$ cat src/rtl/exec_pipe_pkg.sv
package exec_pipe_pkg;

    parameter int ID_W   = 8;
    parameter int DATA_W = 16;
    parameter int TAG_W  = 2;

    typedef enum logic [1:0] {
        OP_ALU   = 2'd0,
        OP_LOAD  = 2'd1,
        OP_STORE = 2'd2
    } op_kind_e;

    typedef struct packed {
        logic [ID_W-1:0]   id;
        op_kind_e          kind;
        logic [DATA_W-1:0] operand;
    } instr_t;

    typedef struct packed {
        logic              vld;
        instr_t            ins;
        logic              req_sent;
        logic              data_ok;
        logic [TAG_W-1:0]  tag;
        logic [DATA_W-1:0] result;
    } stage_t;

    typedef struct packed {
        logic [ID_W-1:0]   id;
        logic [DATA_W-1:0] data;
    } wb_t;

    function automatic logic is_mem(op_kind_e k);
        return (k == OP_LOAD) || (k == OP_STORE);
    endfunction

endpackage

$ cat src/rtl/ep_fifo.sv
module ep_fifo #(
    parameter int W     = 8,
    parameter int DEPTH = 4
) (
    input  logic         clk,
    input  logic         rst_n,
    input  logic         push,
    input  logic [W-1:0] push_data,
    input  logic         pop,
    output logic [W-1:0] head,
    output logic         full,
    output logic         empty
);
    localparam int PTR_W = (DEPTH > 1) ? $clog2(DEPTH) : 1;
    localparam int CNT_W = $clog2(DEPTH + 1);

    typedef struct packed {
        logic [DEPTH-1:0][W-1:0] mem;
        logic [PTR_W-1:0]        rd;
        logic [PTR_W-1:0]        wr;
        logic [CNT_W-1:0]        cnt;
    } fifo_st_t;

    fifo_st_t q, d;

    function automatic logic [PTR_W-1:0] bump(logic [PTR_W-1:0] p);
        return (p == PTR_W'(DEPTH - 1)) ? '0 : p + PTR_W'(1);
    endfunction

    always_comb begin
        d     = q;
        head  = q.mem[q.rd];
        full  = (q.cnt == CNT_W'(DEPTH));
        empty = (q.cnt == '0);
        if (push) begin
            d.mem[q.wr] = push_data;
            d.wr        = bump(q.wr);
        end
        if (pop) begin
            d.rd = bump(q.rd);
        end
        if (push && !pop) begin
            d.cnt = q.cnt + CNT_W'(1);
        end else if (pop && !push) begin
            d.cnt = q.cnt - CNT_W'(1);
        end
    end

    always_ff @(posedge clk) begin
        if (!rst_n) begin
            q <= '0;
        end else begin
            q <= d;
        end
    end

    AST_FIFO_NO_OVERFLOW: assert property (@(posedge clk) disable iff (!rst_n)
        push |-> (!full || pop));
    AST_FIFO_NO_UNDERFLOW: assert property (@(posedge clk) disable iff (!rst_n)
        pop |-> !empty);

endmodule

$ cat src/rtl/ep_stages.sv
module ep_stages
    import exec_pipe_pkg::*;
#(
    parameter int STAGES    = 3,
    parameter int MEM_STAGE = 1,
    parameter int MEM_LAT   = 1
) (
    input  logic              clk,
    input  logic              rst_n,
    input  logic              cfg_pipelined,
    input  logic              in_valid,
    input  instr_t            in_ins,
    output logic              in_ready,
    output logic              mem_req_valid,
    output logic [TAG_W-1:0]  mem_req_tag,
    output logic              mem_req_store,
    output logic [DATA_W-1:0] mem_req_addr,
    input  logic              mem_rsp_valid,
    input  logic [TAG_W-1:0]  mem_rsp_tag,
    input  logic [DATA_W-1:0] mem_rsp_data,
    output logic              out_valid,
    output wb_t               out_data,
    input  logic              out_accept
);
    localparam int CHK = MEM_STAGE + MEM_LAT;

    typedef struct packed {
        stage_t [STAGES-1:0] stg;
        logic [TAG_W-1:0]    tag_ctr;
    } pipe_st_t;

    pipe_st_t            q, d;
    stage_t              cur [STAGES];
    stage_t              fresh;
    logic [STAGES-1:0]   go;
    logic [STAGES-1:0]   vld_q;
    logic                any_vld;
    logic                fire;
    logic                chk_waiting;
    logic                chk_rsp_hit;

    function automatic logic may_leave(stage_t s, int idx);
        return !(idx == CHK && s.vld && is_mem(s.ins.kind) && !s.data_ok);
    endfunction

    always_comb begin
        d = q;
        for (int i = 0; i < STAGES; i++) begin
            cur[i] = q.stg[i];
        end

        // access start at the memory stage, once per instruction
        mem_req_valid = q.stg[MEM_STAGE].vld && is_mem(q.stg[MEM_STAGE].ins.kind)
                        && !q.stg[MEM_STAGE].req_sent;
        mem_req_tag   = q.tag_ctr;
        mem_req_store = (q.stg[MEM_STAGE].ins.kind == OP_STORE);
        mem_req_addr  = q.stg[MEM_STAGE].ins.operand;
        if (mem_req_valid) begin
            cur[MEM_STAGE].req_sent = 1'b1;
            cur[MEM_STAGE].tag      = q.tag_ctr;
            d.tag_ctr               = q.tag_ctr + TAG_W'(1);
        end

        // response capture by tag in any stage past the access start
        for (int i = MEM_STAGE; i < STAGES; i++) begin
            if (q.stg[i].vld && is_mem(q.stg[i].ins.kind) && q.stg[i].req_sent
                && !q.stg[i].data_ok && mem_rsp_valid && mem_rsp_tag == q.stg[i].tag) begin
                cur[i].data_ok = 1'b1;
                if (q.stg[i].ins.kind == OP_LOAD) begin
                    cur[i].result = mem_rsp_data;
                end
            end
        end

        // advance chain, evaluated from the tail backwards
        go[STAGES-1] = cur[STAGES-1].vld && may_leave(cur[STAGES-1], STAGES-1) && out_accept;
        for (int i = STAGES - 2; i >= 0; i--) begin
            go[i] = cur[i].vld && may_leave(cur[i], i) && (!cur[i+1].vld || go[i+1]);
        end

        any_vld = 1'b0;
        for (int i = 0; i < STAGES; i++) begin
            any_vld = any_vld | q.stg[i].vld;
        end
        in_ready = cfg_pipelined ? (!cur[0].vld || go[0]) : !any_vld;
        fire     = in_valid && in_ready;

        fresh        = '0;
        fresh.vld    = 1'b1;
        fresh.ins    = in_ins;
        fresh.result = in_ins.operand;

        d.stg[0] = fire ? fresh : (go[0] ? '0 : cur[0]);
        for (int i = 1; i < STAGES; i++) begin
            d.stg[i] = go[i-1] ? cur[i-1] : (go[i] ? '0 : cur[i]);
        end

        out_valid = go[STAGES-1];
        out_data  = '{id: cur[STAGES-1].ins.id, data: cur[STAGES-1].result};
    end

    always_ff @(posedge clk) begin
        if (!rst_n) begin
            q <= '0;
        end else begin
            q <= d;
        end
    end

    always_comb begin
        for (int i = 0; i < STAGES; i++) begin
            vld_q[i] = q.stg[i].vld;
        end
        chk_waiting = q.stg[CHK].vld && is_mem(q.stg[CHK].ins.kind) && !q.stg[CHK].data_ok;
        chk_rsp_hit = mem_rsp_valid && (mem_rsp_tag == q.stg[CHK].tag);
    end

    AST_SINGLE_WHEN_UNPIPED: assert property (@(posedge clk) disable iff (!rst_n)
        !cfg_pipelined |-> ($countones(vld_q) <= 1));
    AST_MEM_STALL_HOLDS: assert property (@(posedge clk) disable iff (!rst_n)
        (chk_waiting && !chk_rsp_hit) |=> (q.stg[CHK].vld && $stable(q.stg[CHK].ins.id)));
    AST_REQ_NOT_REPEATED: assert property (@(posedge clk) disable iff (!rst_n)
        mem_req_valid |=> (!mem_req_valid || mem_req_tag != $past(mem_req_tag)));

endmodule

$ cat src/rtl/exec_pipe.sv
module exec_pipe
    import exec_pipe_pkg::*;
#(
    parameter int IB_DEPTH  = 4,
    parameter int WB_DEPTH  = 2,
    parameter int STAGES    = 3,
    parameter int MEM_STAGE = 1,
    parameter int MEM_LAT   = 1
) (
    input  logic              clk,
    input  logic              rst_n,
    input  logic              cfg_bypass_en,
    input  logic              cfg_pipelined,
    input  logic              iq_valid,
    output logic              iq_ready,
    input  logic [ID_W-1:0]   iq_id,
    input  logic [1:0]        iq_kind,
    input  logic [DATA_W-1:0] iq_operand,
    output logic              mem_req_valid,
    output logic [TAG_W-1:0]  mem_req_tag,
    output logic              mem_req_store,
    output logic [DATA_W-1:0] mem_req_addr,
    input  logic              mem_rsp_valid,
    input  logic [TAG_W-1:0]  mem_rsp_tag,
    input  logic [DATA_W-1:0] mem_rsp_data,
    output logic              wb_valid,
    input  logic              wb_ready,
    output logic [ID_W-1:0]   wb_id,
    output logic [DATA_W-1:0] wb_data
);
    localparam int INS_W = $bits(instr_t);
    localparam int WB_W  = $bits(wb_t);

    instr_t             iq_ins;
    logic [INS_W-1:0]   ib_head_raw;
    instr_t             ib_head;
    logic               ib_full, ib_empty, ib_push, ib_pop;
    logic               bypass;
    logic               stg_in_valid, stg_in_ready;
    instr_t             stg_in_ins;
    logic               stg_out_valid;
    wb_t                stg_out_data;
    logic               wb_accept, wb_full, wb_empty, wb_pop;
    logic [WB_W-1:0]    wb_head_raw;
    wb_t                wb_head;

    always_comb begin
        iq_ins       = '{id: iq_id, kind: op_kind_e'(iq_kind), operand: iq_operand};
        ib_head      = instr_t'(ib_head_raw);
        wb_head      = wb_t'(wb_head_raw);
        bypass       = cfg_bypass_en && ib_empty && iq_valid && stg_in_ready;
        ib_pop       = !ib_empty && stg_in_ready;
        stg_in_valid = ib_pop || bypass;
        stg_in_ins   = ib_pop ? ib_head : iq_ins;
        iq_ready     = !ib_full;
        ib_push      = iq_valid && !ib_full && !bypass;
        wb_accept    = !wb_full || wb_ready;
        wb_pop       = !wb_empty && wb_ready;
        wb_valid     = !wb_empty;
        wb_id        = wb_head.id;
        wb_data      = wb_head.data;
    end

    ep_fifo #(.W(INS_W), .DEPTH(IB_DEPTH)) u_issue_buf (
        .clk(clk), .rst_n(rst_n),
        .push(ib_push), .push_data(iq_ins), .pop(ib_pop),
        .head(ib_head_raw), .full(ib_full), .empty(ib_empty)
    );

    ep_stages #(.STAGES(STAGES), .MEM_STAGE(MEM_STAGE), .MEM_LAT(MEM_LAT)) u_stages (
        .clk(clk), .rst_n(rst_n), .cfg_pipelined(cfg_pipelined),
        .in_valid(stg_in_valid), .in_ins(stg_in_ins), .in_ready(stg_in_ready),
        .mem_req_valid(mem_req_valid), .mem_req_tag(mem_req_tag),
        .mem_req_store(mem_req_store), .mem_req_addr(mem_req_addr),
        .mem_rsp_valid(mem_rsp_valid), .mem_rsp_tag(mem_rsp_tag), .mem_rsp_data(mem_rsp_data),
        .out_valid(stg_out_valid), .out_data(stg_out_data), .out_accept(wb_accept)
    );

    ep_fifo #(.W(WB_W), .DEPTH(WB_DEPTH)) u_wb_buf (
        .clk(clk), .rst_n(rst_n),
        .push(stg_out_valid), .push_data(stg_out_data), .pop(wb_pop),
        .head(wb_head_raw), .full(wb_full), .empty(wb_empty)
    );

    AST_WB_HELD_STABLE: assert property (@(posedge clk) disable iff (!rst_n)
        (wb_valid && !wb_ready) |=> (wb_valid && $stable(wb_id) && $stable(wb_data)));
    AST_BYPASS_ONLY_EMPTY: assert property (@(posedge clk) disable iff (!rst_n)
        (iq_valid && iq_ready && !ib_push) |-> (cfg_bypass_en && !ib_pop));

endmodule

$ cat config.mk
export PLATFORM = sky130hd
export DESIGN_NAME = exec_pipe
export DESIGN_NICKNAME = d
export VERILOG_FILES = /design/src/rtl/exec_pipe_pkg.sv /design/src/rtl/ep_fifo.sv /design/src/rtl/ep_stages.sv /design/src/rtl/exec_pipe.sv
export SDC_FILE = /design/constraint.sdc
export NUM_CORES = 1
export LEC_CHECK = 0
export ABC_CLOCK_PERIOD_IN_PS = 3500
export BUFFER_PORTS_ARGS = -buffer_cell sky130_fd_sc_hd__buf_2
export CORE_MARGIN = 5
export CORE_UTILIZATION = 30
export CTS_CLUSTER_DIAMETER = 200
export DETAILED_ROUTE_END_ITERATION = 10
export PLACE_DENSITY = 0.44
export SKIP_LAST_GASP = 1
export SYNTH_ARGS = -nofsm -noshare
export SYNTH_HDL_FRONTEND = slang
export SYNTH_SLANG_ARGS = --single-unit
export TNS_END_PERCENT = 5
$ cat constraint.sdc
create_clock -name clk -period 3.5 [get_ports clk]
set_input_delay 0.7 -clock clk [delete_from_list [all_inputs] [get_ports clk]]
set_output_delay 0.7 -clock clk [all_outputs]
set_load 0.02 [all_outputs]
==> flow_summary_export.csv <==
group,metric,value,unit
grt,track_usage,13.6,%
setup_path,cp_max_fo,4,
setup_path,cp_data_arrival_time,3.44,ns
timing,max_freq,0.337,GHz
place,dp_hpwl,20600,um
place,place_area,12600,um^2
timing,finalCritPeriodShare,84.8,%
timing,tightest_slew,1.02,ns
logic_synthesis,synth_nets,1219,
grt,grt_overflow_total,0,
layout,syn2layout_area_growth,15.4,%
logic_synthesis,yosys-top-cells-count,"dfxtp_1, nand2_1, mux2i_1, nor2_1, clkbuf_1",
die,fp-row-count,72,
clock_tree,clk_pin_slew,0.06,ns
logic_synthesis,yosysWarnings,0,
die,coreArea,38800,um^2
logic_synthesis,synth_top_area_cell,"dfxtp_1",
layout,diodes,0,
setup_path,cp.depth,12,
grt,grt_max_degree,90,
route,drc,0,
logic_synthesis,yosys.cell_types.count,60,
place,place_ws,0.279,ns
clock_tree,tritoncts,"done",
route,drt_pre_antenna_iters,5,
timing,setup_viol,0,
clock_tree,cts_resized,0,
place,io_buffer_count,96,
setup_path,worst_setup_path_end_kind,"flip-flop",
route,drtIter0Drc,386,
hold_path,hp-class,"flip-flop to flip-flop",
clock_tree,post-cts-setup-buffer-count,0,
layout,final_design_area_no_fill,13600,um^2
timing,rsz0062_at_grt,"false",
power,p_per_area,678,nW/um^2
layout,nets,1274,
clock_tree,clock_sinks,270,
setup_path,worst_setup_path_start_kind,"flip-flop",
setup_path,worstSetupEndpoint,"u_issue_buf.q[2]",
timing,min_period,2.97,ns
die,start_util,30.5,%
die,fp.dieW,209,um
logic_synthesis,synth_flop_cell,"dfxtp_1",
clock_tree,cts_hold_buf,0,
setup_path,crit_path_max_incr_delay,0.42,ns
clock_tree,clock_path_buffers,3,
logic_synthesis,synth.area.top_cells,"dfxtp_1, mux2i_1, mux4_2, nand2_1, o2bb2ai_1",
logic_synthesis,yosysSeqAreaShare,45.7,%
grt,antenna_found_initial,2,
clock_tree,htreeDepth,1,
grt,grt_pass1_wl,48600,um
clock_tree,clock-root-buffer,"clkbuf_16",
logic_synthesis,synthArstFlopShare,0,%
route,vias,8444,
flow_run,drv_cap,0,
setup_path,r2r_cells,12,
logic_synthesis,yosysMostFrequentCell,"dfxtp_1",
layout,post-route-util,35.2,%
logic_synthesis,syn_area,11800,um^2
route,routedWlPerCell,17.4,um
logic_synthesis,synth.avg_cell_area,10.2,um^2
clock_tree,clk_latency,0.55,ns
power,peakVddDrop,0.302,mV
setup_path,regToRegSetupSlack,0.53,ns
logic_synthesis,ys_seq_elements,270,
timing,hold_viol_final,0,
setup_path,startpoint,"u_stages.cur[37]",
setup_path,crit_buf_inv,2,
setup_path,critical_path_required,3.98,ns
layout,drive_above_1_share,20.3,%
clock_tree,cts_buffers,31,
die,die-height,209,um
route,detail-route-antenna-nets,0,
route,vias_per_cell,4.82,
setup_path,r2r-end,"u_issue_buf.q[2]",
die,io_pins,97,
power,leakagePower,0.00567,uW
timing,slew_violations,0,
logic_synthesis,netlist_instances,1157,
timing,layout_setup_ws,0.532,ns
setup_path,crit_family,"adder cells",
place,gp_congestion,0.739,
logic_synthesis,synth_edf_count,0,
timing,finalSetupTns,0,ns
route,wl,30600,um
die,die_area,43500,um^2
grt,grt_pass1_vias,8378,
outcome,status,"completed",
setup_path,cp_slowest_cell,"fa_1",
setup_path,critPathKind,"flip-flop to flip-flop",
timing,clock_skew,0.0146,ns
logic_synthesis,yosysTopAreaCellShare,45.7,%
setup_path,crit_chain,"inv_1 -> ha_1 -> nor2_1 -> o2111a_1 -> a21o_1 -> and3_1 -> ha_1 -> inv_1 -> fa_1 -> xor2_1 -> or3_1 -> a21oi_1",
setup_path,rr_startpoint,"u_stages.cur[37]",
timing,max_slew_margin,32.1,%
cells by family (layout without fill, tap and decap cells):
logic type / Yosys count / in the layout / synth area share (%)
adder cells (fa/ha/maj): 11 / 11 / 1.23
multiplexers: 204 / 204 / 20.3
AND/OR/NAND/NOR: 302 / 302 / 11.5
flip-flops: 270 / 270 / 45.7
XOR/XNOR: 12 / 12 / 1.02
buffers and inverters: 132 / 209 / 6.51
AO/OA/AOI/OAI: 226 / 226 / 13.8
area by class of cell:
cell class	instances	area, um^2
Timing Repair Buffer	132	766
Clock buffer	42	887
Sequential cell	270	5410
Fill cell	3908	25200
Multi-Input combinational cell	755	5670
Clock inverter	13	194
Tap cell	518	648
Inverter	22	82.6
worst register-to-register path, delay by kind of cell (launching register included):
family	cells	cell delay, ns
AO/OA/AOI/OAI	3	0.57
XOR/XNOR	1	0.17
adder cells (fa/ha/maj)	3	0.93
buffers and inverters	2	0.11
flip-flops	1	0.33
AND/OR/NAND/NOR	3	0.76
per-stage QoR:
stage,cells,total power (uW),hold slack [ns]
global placement,1697,5940,0.436
detailed placement,1697,5960,0.439
CTS,1752,9420,0.450
global route,1752,9770,0.467
finish,1752,9260,0.447
floorplan,1157,5370,0.425
layer usage:
metal	up-vias	track usage, %	part of all wire [%]
met2	115	21.6	45
met3	43	2.62	4.4
met4	4	2.70	1.6
li1	4263	-	-
met1	4019	19.4	49
met5	-	0	0.069
cell usage in the layout, fill, tap and decap left out, types with 15 or more instances in the layout:
| master | netlist | layout |
|---|---|---|
| dfxtp_1 | 270 | 269 |
| nand2_1 | 156 | 156 |
| mux2i_1 | 154 | 154 |
| buf_2 | 23 | 95 |
| nor2_1 | 82 | 82 |
| o2bb2ai_1 | 38 | 38 |
| buf_4 | 19 | 36 |
| o22ai_1 | 33 | 33 |
| a211oi_1 | 32 | 32 |
| clkbuf_16 | 0 | 31 |
| mux4_2 | 26 | 26 |
| o21ai_0 | 25 | 25 |
| mux2_2 | 24 | 24 |
| a22o_1 | 23 | 23 |
| inv_1 | 21 | 21 |
| a21oi_1 | 18 | 18 |
| nand3_1 | 18 | 18 |
| o22a_1 | 17 | 17 |
| and3_1 | 15 | 15 |
power by group:
group | switching, uW | internal [uW] | leakage (uW)
clock network | 1270 | 2130 | 0.000540
registers | 285 | 3390 | 0.00219
logic | 1250 | 946 | 0.00294
total | 2800 | 6460 | 0.00567
state kept, by name, summed over array words and instances, names as in the netlist:
name,cells
u_issue_buf.q,111
u_stages.cur,44
u_stages.mem_req_addr,16
u_stages.mem_req_tag,2
u_stages.out_data,8
u_stages.q,37
u_wb_buf.q,52
how the worst min path moves through the flow:
stage / start / endpoint / slack [ns] / cells after the start
after detailed placement: u_wb_buf.q[27] / u_wb_buf.q[27] / 0.44 / 2
after global placement: u_wb_buf.q[22] / u_wb_buf.q[22] / 0.44 / 2
after global routing: u_issue_buf.q[108] / u_issue_buf.q[108] / 0.47 / 2
after CTS: u_wb_buf.q[27] / u_wb_buf.q[27] / 0.45 / 2
after floorplan: u_wb_buf.q[47] / u_wb_buf.q[47] / 0.42 / 2
final: u_wb_buf.q[27] / u_wb_buf.q[27] / 0.45 / 2
No activity file was read; power rests on OpenSTA's default activity.
